[config.mk]
export PLATFORM = sky130hd
export DESIGN_NAME = gpio_evt_ctrl
export DESIGN_NICKNAME = d
export VERILOG_FILES = /design/src/rtl/gpio_evt_pkg.sv /design/src/rtl/gpio_evt_decode.sv /design/src/rtl/gpio_evt_pin.sv /design/src/rtl/gpio_evt_ctrl.sv
export SDC_FILE = /design/constraint.sdc
export NUM_CORES = 1
export LEC_CHECK = 0
export BUFFER_PORTS_ARGS = -buffer_cell sky130_fd_sc_hd__buf_2
export CORE_MARGIN = 4
export CORE_UTILIZATION = 50
export DETAILED_ROUTE_END_ITERATION = 6
export GPL_ROUTABILITY_DRIVEN = 0
export GPL_TIMING_DRIVEN = 0
export HOLD_SLACK_MARGIN = 0.06
export PLACE_DENSITY = 0.7
export REMOVE_ABC_BUFFERS = 1
export SLEW_MARGIN = 20
export SYNTH_ARGS = -nofsm -noshare
export SYNTH_HDL_FRONTEND = slang
export SYNTH_SLANG_ARGS = --single-unit
[constraint.sdc]
create_clock -name clk -period 6.4 [get_ports clk]
set_clock_uncertainty 0.1 [all_clocks]
set_input_delay 1.28 -clock clk [delete_from_list [all_inputs] [get_ports clk]]
set_output_delay 1.28 -clock clk [all_outputs]
set_load 0.01 [all_outputs]
[src/rtl/gpio_evt_pkg.sv]
package gpio_evt_pkg;

  localparam int BUS_DW = 32;

  localparam int OFS_DIR = 'h00;
  localparam int OFS_ODR = 'h04;
  localparam int OFS_DAT = 'h08;
  localparam int OFS_EVT = 'h0C;
  localparam int OFS_MSK = 'h10;
  localparam int OFS_CTL = 'h14;

  typedef enum logic [2:0] {
    RS_DIR,
    RS_ODR,
    RS_DAT,
    RS_EVT,
    RS_MSK,
    RS_CTL,
    RS_NONE
  } reg_sel_e;

  typedef struct packed {
    logic dir;
    logic odr;
    logic dat;
    logic evt;
    logic msk;
    logic ctl;
  } wr_stb_t;

endpackage

[src/rtl/gpio_evt_decode.sv]
module gpio_evt_decode
  import gpio_evt_pkg::*;
#(
  parameter int AW = 12
) (
  input  logic [AW-1:0]     bus_addr,
  input  logic              bus_we,
  input  logic              bus_word,
  input  logic [BUS_DW-1:0] dir_w,
  input  logic [BUS_DW-1:0] odr_w,
  input  logic [BUS_DW-1:0] dat_w,
  input  logic [BUS_DW-1:0] evt_w,
  input  logic [BUS_DW-1:0] msk_w,
  input  logic [BUS_DW-1:0] ctl_w,
  output wr_stb_t           stb,
  output logic [BUS_DW-1:0] rdata
);

  reg_sel_e sel;

  always_comb begin
    sel = RS_NONE;
    if (bus_addr == AW'(OFS_DIR)) sel = RS_DIR;
    else if (bus_addr == AW'(OFS_ODR)) sel = RS_ODR;
    else if (bus_addr == AW'(OFS_DAT)) sel = RS_DAT;
    else if (bus_addr == AW'(OFS_EVT)) sel = RS_EVT;
    else if (bus_addr == AW'(OFS_MSK)) sel = RS_MSK;
    else if (bus_addr == AW'(OFS_CTL)) sel = RS_CTL;
  end

  always_comb begin
    stb = '0;
    if (bus_we && bus_word) begin
      case (sel)
        RS_DIR:  stb.dir = 1'b1;
        RS_ODR:  stb.odr = 1'b1;
        RS_DAT:  stb.dat = 1'b1;
        RS_EVT:  stb.evt = 1'b1;
        RS_MSK:  stb.msk = 1'b1;
        RS_CTL:  stb.ctl = 1'b1;
        default: stb = '0;
      endcase
    end
  end

  always_comb begin
    rdata = '0;
    if (bus_word) begin
      case (sel)
        RS_DIR:  rdata = dir_w;
        RS_ODR:  rdata = odr_w;
        RS_DAT:  rdata = dat_w;
        RS_EVT:  rdata = evt_w;
        RS_MSK:  rdata = msk_w;
        RS_CTL:  rdata = ctl_w;
        default: rdata = '0;
      endcase
    end
  end

endmodule

[src/rtl/gpio_evt_pin.sv]
module gpio_evt_pin
  import gpio_evt_pkg::*;
(
  input  logic    clk,
  input  logic    rst,
  input  wr_stb_t stb,
  input  logic    wbit,
  input  logic    smp,
  output logic    dir_o,
  output logic    odr_o,
  output logic    dat_o,
  output logic    evt_o,
  output logic    msk_o,
  output logic    ctl_o,
  output logic    pout_o,
  output logic    irq_term_nxt
);

  logic dir_q, odr_q, dat_q, evt_q, msk_q, ctl_q, pout_q;
  logic dir_d, odr_d, dat_d, evt_d, msk_d, ctl_d, pout_d;
  logic hit;

  // A sample differing from the stored bit is an edge; falling-only when ctl is set.
  assign hit = !dir_q && !stb.dat && (smp != dat_q) && (!ctl_q || dat_q);

  always_comb begin
    dir_d  = stb.dir ? wbit : dir_q;
    odr_d  = stb.odr ? wbit : odr_q;
    msk_d  = stb.msk ? wbit : msk_q;
    ctl_d  = stb.ctl ? wbit : ctl_q;
    dat_d  = dat_q;
    if (stb.dat)     dat_d = wbit;
    else if (!dir_q) dat_d = smp;
    evt_d  = evt_q;
    if (hit)                    evt_d = 1'b1;
    else if (stb.evt && wbit)   evt_d = 1'b0;
    pout_d = (stb.dat && dir_q) ? wbit : pout_q;
  end

  assign irq_term_nxt = evt_d & msk_d;

  always_ff @(posedge clk) begin
    if (rst) begin
      dir_q  <= 1'b0;
      odr_q  <= 1'b0;
      dat_q  <= 1'b0;
      evt_q  <= 1'b0;
      msk_q  <= 1'b0;
      ctl_q  <= 1'b0;
      pout_q <= 1'b0;
    end else begin
      dir_q  <= dir_d;
      odr_q  <= odr_d;
      dat_q  <= dat_d;
      evt_q  <= evt_d;
      msk_q  <= msk_d;
      ctl_q  <= ctl_d;
      pout_q <= pout_d;
    end
  end

  assign dir_o  = dir_q;
  assign odr_o  = odr_q;
  assign dat_o  = dat_q;
  assign evt_o  = evt_q;
  assign msk_o  = msk_q;
  assign ctl_o  = ctl_q;
  assign pout_o = pout_q;

  a_r5_out_hold: assert property (@(posedge clk) disable iff (rst)
    !$past(stb.dat) |-> $stable(pout_q));

  a_r7_out_pin_ignores_input: assert property (@(posedge clk) disable iff (rst)
    ($past(dir_q) && !$past(stb.dat)) |-> $stable(dat_q));

  a_r8_rise_no_event: assert property (@(posedge clk) disable iff (rst)
    $past(!dir_q && ctl_q && !dat_q && smp && !evt_q && !stb.dat) |-> !evt_q);

  a_r6_w1c_clears: assert property (@(posedge clk) disable iff (rst)
    $past(stb.evt && wbit && !hit) |-> !evt_q);

  a_r10_set_wins: assert property (@(posedge clk) disable iff (rst)
    $past(hit) |-> evt_q);

endmodule

[src/rtl/gpio_evt_ctrl.sv]
module gpio_evt_ctrl
  import gpio_evt_pkg::*;
#(
  parameter int NPINS = 32,
  parameter int AW    = 12
) (
  input  logic              clk,
  input  logic              rst,
  input  logic [AW-1:0]     bus_addr,
  input  logic              bus_we,
  input  logic              bus_word,
  input  logic [BUS_DW-1:0] bus_wdata,
  output logic [BUS_DW-1:0] bus_rdata,
  input  logic [NPINS-1:0]  pin_in,
  output logic [NPINS-1:0]  pin_out,
  output logic              irq
);

  localparam int SPARE = BUS_DW - NPINS;

  logic [NPINS-1:0]  in_q;
  logic [BUS_DW-1:0] dir_w, odr_w, dat_w, evt_w, msk_w, ctl_w;
  logic [NPINS-1:0]  irq_terms;
  logic              irq_q;
  wr_stb_t           stb;

  initial begin
    if (NPINS < 1 || NPINS > BUS_DW) $error("NPINS must lie in 1..32");
  end

  always_ff @(posedge clk) begin
    if (rst) in_q <= '0;
    else     in_q <= pin_in;
  end

  gpio_evt_decode #(.AW(AW)) u_dec (
    .bus_addr (bus_addr),
    .bus_we   (bus_we),
    .bus_word (bus_word),
    .dir_w    (dir_w),
    .odr_w    (odr_w),
    .dat_w    (dat_w),
    .evt_w    (evt_w),
    .msk_w    (msk_w),
    .ctl_w    (ctl_w),
    .stb      (stb),
    .rdata    (bus_rdata)
  );

  for (genvar i = 0; i < NPINS; i++) begin : g_pin
    localparam int B = BUS_DW - 1 - i;
    gpio_evt_pin u_pin (
      .clk          (clk),
      .rst          (rst),
      .stb          (stb),
      .wbit         (bus_wdata[B]),
      .smp          (in_q[i]),
      .dir_o        (dir_w[B]),
      .odr_o        (odr_w[B]),
      .dat_o        (dat_w[B]),
      .evt_o        (evt_w[B]),
      .msk_o        (msk_w[B]),
      .ctl_o        (ctl_w[B]),
      .pout_o       (pin_out[i]),
      .irq_term_nxt (irq_terms[i])
    );
  end

  for (genvar j = 0; j < SPARE; j++) begin : g_spare
    assign dir_w[j] = 1'b0;
    assign odr_w[j] = 1'b0;
    assign dat_w[j] = 1'b0;
    assign evt_w[j] = 1'b0;
    assign msk_w[j] = 1'b0;
    assign ctl_w[j] = 1'b0;
  end

  always_ff @(posedge clk) begin
    if (rst) irq_q <= 1'b0;
    else     irq_q <= |irq_terms;
  end

  assign irq = irq_q;

  a_r9_irq_level: assert property (@(posedge clk) disable iff (rst)
    irq == |(evt_w & msk_w));

  a_r3_narrow_read_zero: assert property (@(posedge clk) disable iff (rst)
    !bus_word |-> (bus_rdata == '0));

  a_r11_odr_no_pin_effect: assert property (@(posedge clk) disable iff (rst)
    ($past(stb.odr) && !$past(stb.dat)) |-> $stable(pin_out));

endmodule

# Word-level counts from Yosys, hierarchy flattened
# Index checks and enable logic that the tools add are counted.
[totals] reg_bits=257 inputBits=80 output_inout_bits=65
[classes] n_eq_ne=74 n_mux=175 bitwise_logic=32 reduce_logical=261
[ops] operator="32-bit case mux with 6 select lines" count=1
[ops] operator="1-bit 2-to-1 mux" count=166
[ops] operator="1-bit logical AND" count=161
[ops] operator="1-bit zero test" count=65
[ops] operator="2-bit inequality test, second input constant" count=31
[ops] operator="1-bit AND" count=32
[ops] operator="1-bit logical OR" count=32
[ops] operator="32-bit 2-to-1 mux" count=1
[ops] operator="1-bit inequality test" count=32
[ops] operator="32-bit OR reduction" count=1
[ops] operator="12-bit by 4-bit == test with 1-bit output, second input constant" count=2
[ops] operator="12-bit by 5-bit == test with 1-bit output, second input constant" count=2
[ops] operator="3-bit 2-to-1 mux" count=5
[ops] operator="12-bit by 3-bit == test with 1-bit output, second input constant" count=1
[ops] operator="12-bit zero test" count=1
[ops] operator="3-bit by 2-bit == test with 1-bit output, second input constant" count=2
[ops] operator="3-bit == test, second input constant" count=2
[ops] operator="6-bit 2-to-1 mux" count=1
[ops] operator="3-bit by 1-bit == test with 1-bit output, second input constant" count=1
[ops] operator="3-bit zero test" count=1
[ops] operator="2-bit 2-to-1 mux" count=1
[ops] operator="2-bit by 1-bit inequality test with 1-bit output, second input constant" count=1

# Logic depth before layout (Yosys ltp)
[logic_depth] depth_word=17 ltp_mapped=10

# Modules after synthesis
# A second synthesis with hierarchy kept.
[hier_totals] hier_cells=1235 area_unflattened_um2=11753.8
[by_module_without_submodules] mod="gpio_evt_pin" instances=32 cells_each=28 area_per_inst_um2=275.3
[by_module_without_submodules] mod="gpio_evt_decode" instances=1 cells_each=260 area_per_inst_um2=1993.2
[by_module_without_submodules] mod="gpio_evt_ctrl" instances=1 cells_each=79 area_per_inst_um2=952.2

# Least setup slack after synthesis
# No wires, ideal clock.
[synth_path] path_kind="input -> output" start="input port bus_addr[11]" end="output port bus_rdata[10]" arrival_time_ns=3.044 required_time_ns=5.020 path_slack_ns=1.976 stages=6 n_path_buf=1 path_cell_list="nor4_4 nand3_1 nor4_1 clkbuf_1 a222oi_1 a21boi_0"
[synth_via] elab_chain_cells=10
[synth_lines] element="start, declared" line_no="gpio_evt_ctrl.sv:9" text="input logic [AW-1:0] bus_addr,"
[synth_lines] element="12-bit by 5-bit == test with 1-bit output" line_no="gpio_evt_decode.sv:28" text="else if (bus_addr == AW'(OFS_CTL)) sel = RS_CTL;"
[synth_lines] element="2-bit 2-to-1 mux" line_no="gpio_evt_decode.sv:28"
[synth_lines] element="3-bit 2-to-1 mux" line_no="gpio_evt_decode.sv:27" text="else if (bus_addr == AW'(OFS_MSK)) sel = RS_MSK;"
[synth_lines] element="3-bit 2-to-1 mux" line_no="gpio_evt_decode.sv:26" text="else if (bus_addr == AW'(OFS_EVT)) sel = RS_EVT;"
[synth_lines] element="3-bit 2-to-1 mux" line_no="gpio_evt_decode.sv:25" text="else if (bus_addr == AW'(OFS_DAT)) sel = RS_DAT;"
[synth_lines] element="3-bit 2-to-1 mux" line_no="gpio_evt_decode.sv:24" text="else if (bus_addr == AW'(OFS_ODR)) sel = RS_ODR;"
[synth_lines] element="3-bit 2-to-1 mux *" line_no="gpio_evt_decode.sv:23" text="if (bus_addr == AW'(OFS_DIR)) sel = RS_DIR;"
[synth_lines] element="3-bit == test, or another cell as far along" line_no="gpio_evt_decode.sv:49" text="case (sel)"
[synth_lines] element="32-bit case mux with 6 select lines *" line_no="gpio_evt_decode.sv:49"
[synth_lines] element="32-bit 2-to-1 mux *" line_no="gpio_evt_decode.sv:48" text="if (bus_word) begin"
[synth_lines] element="end, declared" line_no="gpio_evt_ctrl.sv:13" text="output logic [BUS_DW-1:0] bus_rdata,"
# Mark *: on every way between the ends. The rest lies on a longest branch, timed or not.

# Worst setup path after layout
[layout_path] start="input port bus_addr[11]" end="output port bus_rdata[16]"
# The elaborated chain is that of the path after synthesis.

==> flow_summary.json <==
{
  "port_buffers": 144,
  "ctsResizeCount": 0,
  "postPlaceCellArea_um2": 12620,
  "synth_cells": 1376,
  "maxSlewViolCount": 0,
  "synth_cell_types": 32,
  "vdd_ir_drop_max_mv": 0.1919,
  "cts.sinks": 257,
  "synth.avg_cell_area_um2": 8.406,
  "rsz0062_at_grt": "false",
  "startpoint_type": "input port",
  "design_area_um2": 13510,
  "fin_setup_tns_ns": 0,
  "drive_gt1_share_pct": 18.62,
  "cts_buffers": 28,
  "regToRegSetupSlack_ns": 4.40,
  "syn_area_um2": 11570,
  "drtIter0Drc": 1217,
  "path_class": "input port to output pin",
  "drc": 0,
  "firstDrtPassIters": 6,
  "clkSlewWorstSetupHoldPaths_ns": 0.06,
  "htree_levels": 1,
  "endpoint_kind": "output pin",
  "dp_hpwl_mm": 22.53,
  "synth_ff_type": "dfxtp_1",
  "whs_path_depth": 2,
  "fin_crit_sh_pct": 91.10,
  "synthArstFlopShare_pct": 0,
  "seq_area_frac_synth_pct": 44.48,
  "grt_pass1_wl_mm": 55.11,
  "synth_edf_count": 0,
  "slew_headroom_pct": 32.04,
  "worstHoldPathType": "flip-flop to flip-flop",
  "max_slew.worst_pin.slew_ns": 1.019,
  "hold_end": "g_pin[8].u_pin.pout_o",
  "required_ns": 5.02,
  "drv_cap": 0,
  "setup_violations": 0,
  "die_x_um": 160.1,
  "die-area_um2": 25630,
  "vias": 10710,
  "fmax_mhz": 171.5,
  "ant_nets": 0,
  "holdCritStartpoint": "g_pin[8].u_pin.pout_o",
  "viasPerCell": 6.129,
  "period_minus_slack_ns": 5.831,
  "pin_count": 145,
  "yosysWarnings": 0,
  "pre_cts_ws_ns": 0.6408,
  "final_util_pct": 59.50,
  "worst_r2r_path_depth": 6,
  "status": "finished clean",
  "crit_fanout": 14,
  "die-height_um": 160.1,
  "power_density_nw_per_um2": 252.8,
  "clockRootBuffer": "clkbuf_16",
  "r2r_start": "in_q[26]",
  "grt_use_total_pct": 26.01,
  "r2r_end": "irq",
  "grt_pass1_vias": 10200,
  "routedWlPerCell_um": 20.06,
  "post_cts_buffers": 0,
  "start_util_pct": 50.93,
  "drt_wl_total_mm": 35.05,
  "arrival_ns": 4.45,
  "fp-row-count": 55,
  "area_delta_synth_final_pct": 16.83,
  "cts_tree": "yes",
  "final_nets": 1523,
  "clk_latency_ns": 0.55,
  "ys_seq_elements": 257,
  "core_um2": 22710,
  "p_leak_nw": 4.944,
  "setup_ws_ns": 0.5695,
  "overflow": 0,
  "clockBufferDepth": 3,
  "cts_hold_repair.buffers": 0,
  "antenna_found_initial": 3,
  "grt_max_degree": 70,
  "hold_viol": 0
}
[cell families (layout without fill, tap and decap cells)]
family          after synthesis  in the layout  synth area share (%)
flops                       257            257                 44.48
other cells                   0              1                     0
compound gates              337            337                 19.63
buf+inv                     145            230                 5.885
simple gates                573            573                 24.46
mux                          64             64                 5.539
[stage by stage]
step	std cells	power, mW	hold slack (ns)
6_report	1747	3.416	0.3499
5_1_grt	1747	3.529	0.3650
3_5_place_dp	1698	1.890	0.3428
4_1_cts	1746	3.435	0.3528
2_1_floorplan	1231	1.774	0.3297
3_3_place_gp	1660	1.878	0.3359
[where the power goes]
part,leakage (nW),internal (mW),total (mW),switching (mW)
combinational,2.41,0.0833,0.199,0.115
clock,0.440,0.910,1.56,0.646
sequential,2.09,1.64,1.66,0.0242
total,4.94,2.63,3.42,0.785
[final cells by class]
class | instances | area (um^2)
clock buffer | 40 | 805.8
tap | 285 | 356.6
clock inverter | 8 | 80.08
antenna | 1 | 2.502
timing repair buffer | 182 | 1331
sequential | 257 | 5145
fill | 2026 | 9196
multi-input combinational | 974 | 5792
[cells in the final DEF, fill, tap and decap left out, types with 4 or more instances in the layout]
master and count:
nand2_1 257, dfxtp_1 257, a21oi_1 160, buf_2 145, nor2_1 97, a222oi_1 64
mux2i_1 64, nand4_1 34, nand3_1 33, or3b_2 32, nand2b_1 32, nor3b_1 32
a22oi_1 32, a211oi_1 32, nor2b_1 32, clkbuf_16 28, a21boi_0 27, o22ai_1 16
buf_6 12, buf_16 9, buf_8 7, clkbuf_8 6, clkbuf_1 6, a21boi_1 5
clkinv_2 5, buf_4 5, and3_2 4, nor4_1 4, buf_12 4
[synthesized netlist by cell type, types with 32 or more instances]
master,instances,area [um^2]
a211oi_1,32,240.2
nand2b_1,32,200.2
mux2i_1,64,640.6
nand3_1,36,180.2
buf_4,32,240.2
nand2_1,257,964.7
nor3b_1,32,240.2
a22oi_1,32,240.2
clkbuf_1,99,371.6
a21oi_1,160,800.8
or3b_2,32,280.3
a222oi_1,64,640.6
nand4_1,34,212.7
nor2b_1,32,200.2
nor2_1,98,367.9
dfxtp_1,257,5145
[state kept, by name (all words and copies together) (netlist names)]
name                flops
g_pin.u_pin.ctl_o      32
g_pin.u_pin.pout_o     32
g_pin.u_pin.dat_o      32
g_pin.u_pin.odr_o      32
g_pin.u_pin.evt_o      32
irq                     1
in_q                   32
g_pin.u_pin.dir_o      32
g_pin.u_pin.msk_o      32
[worst max-delay path: stages]
cell	delay, ns
buf_2	0.12
nor4_4	0.68
buf_4	0.36
and3_1	0.28
nor3b_4	0.56
buf_8	0.25
buf_6	0.22
a222oi_1	0.12
a21boi_0	0.36
buf_2	0.21
[per-layer routing]
metal  track usage [%]  wire length, um  up-vias  part of all wire, %
li1                  -                -     5054                    -
met1             34.30            14340     5079                   41
met2             43.28            16560      466                   47
met3             3.948             2822      104                  8.1
met4             9.738             1302        4                  3.7
met5                 0               26        -                0.074
[worst max-delay path by stage]
stage,startpoint,endpoint,cells past startpoint
global route,bus_addr[11],bus_rdata[24],10
CTS,bus_addr[11],bus_rdata[16],10
global placement,bus_addr[11],bus_rdata[21],7
detailed placement,bus_addr[11],bus_rdata[16],10
floorplan,bus_addr[11],bus_rdata[0],5
finish,bus_addr[11],bus_rdata[16],10
Power figures use the tool's default switching activity.
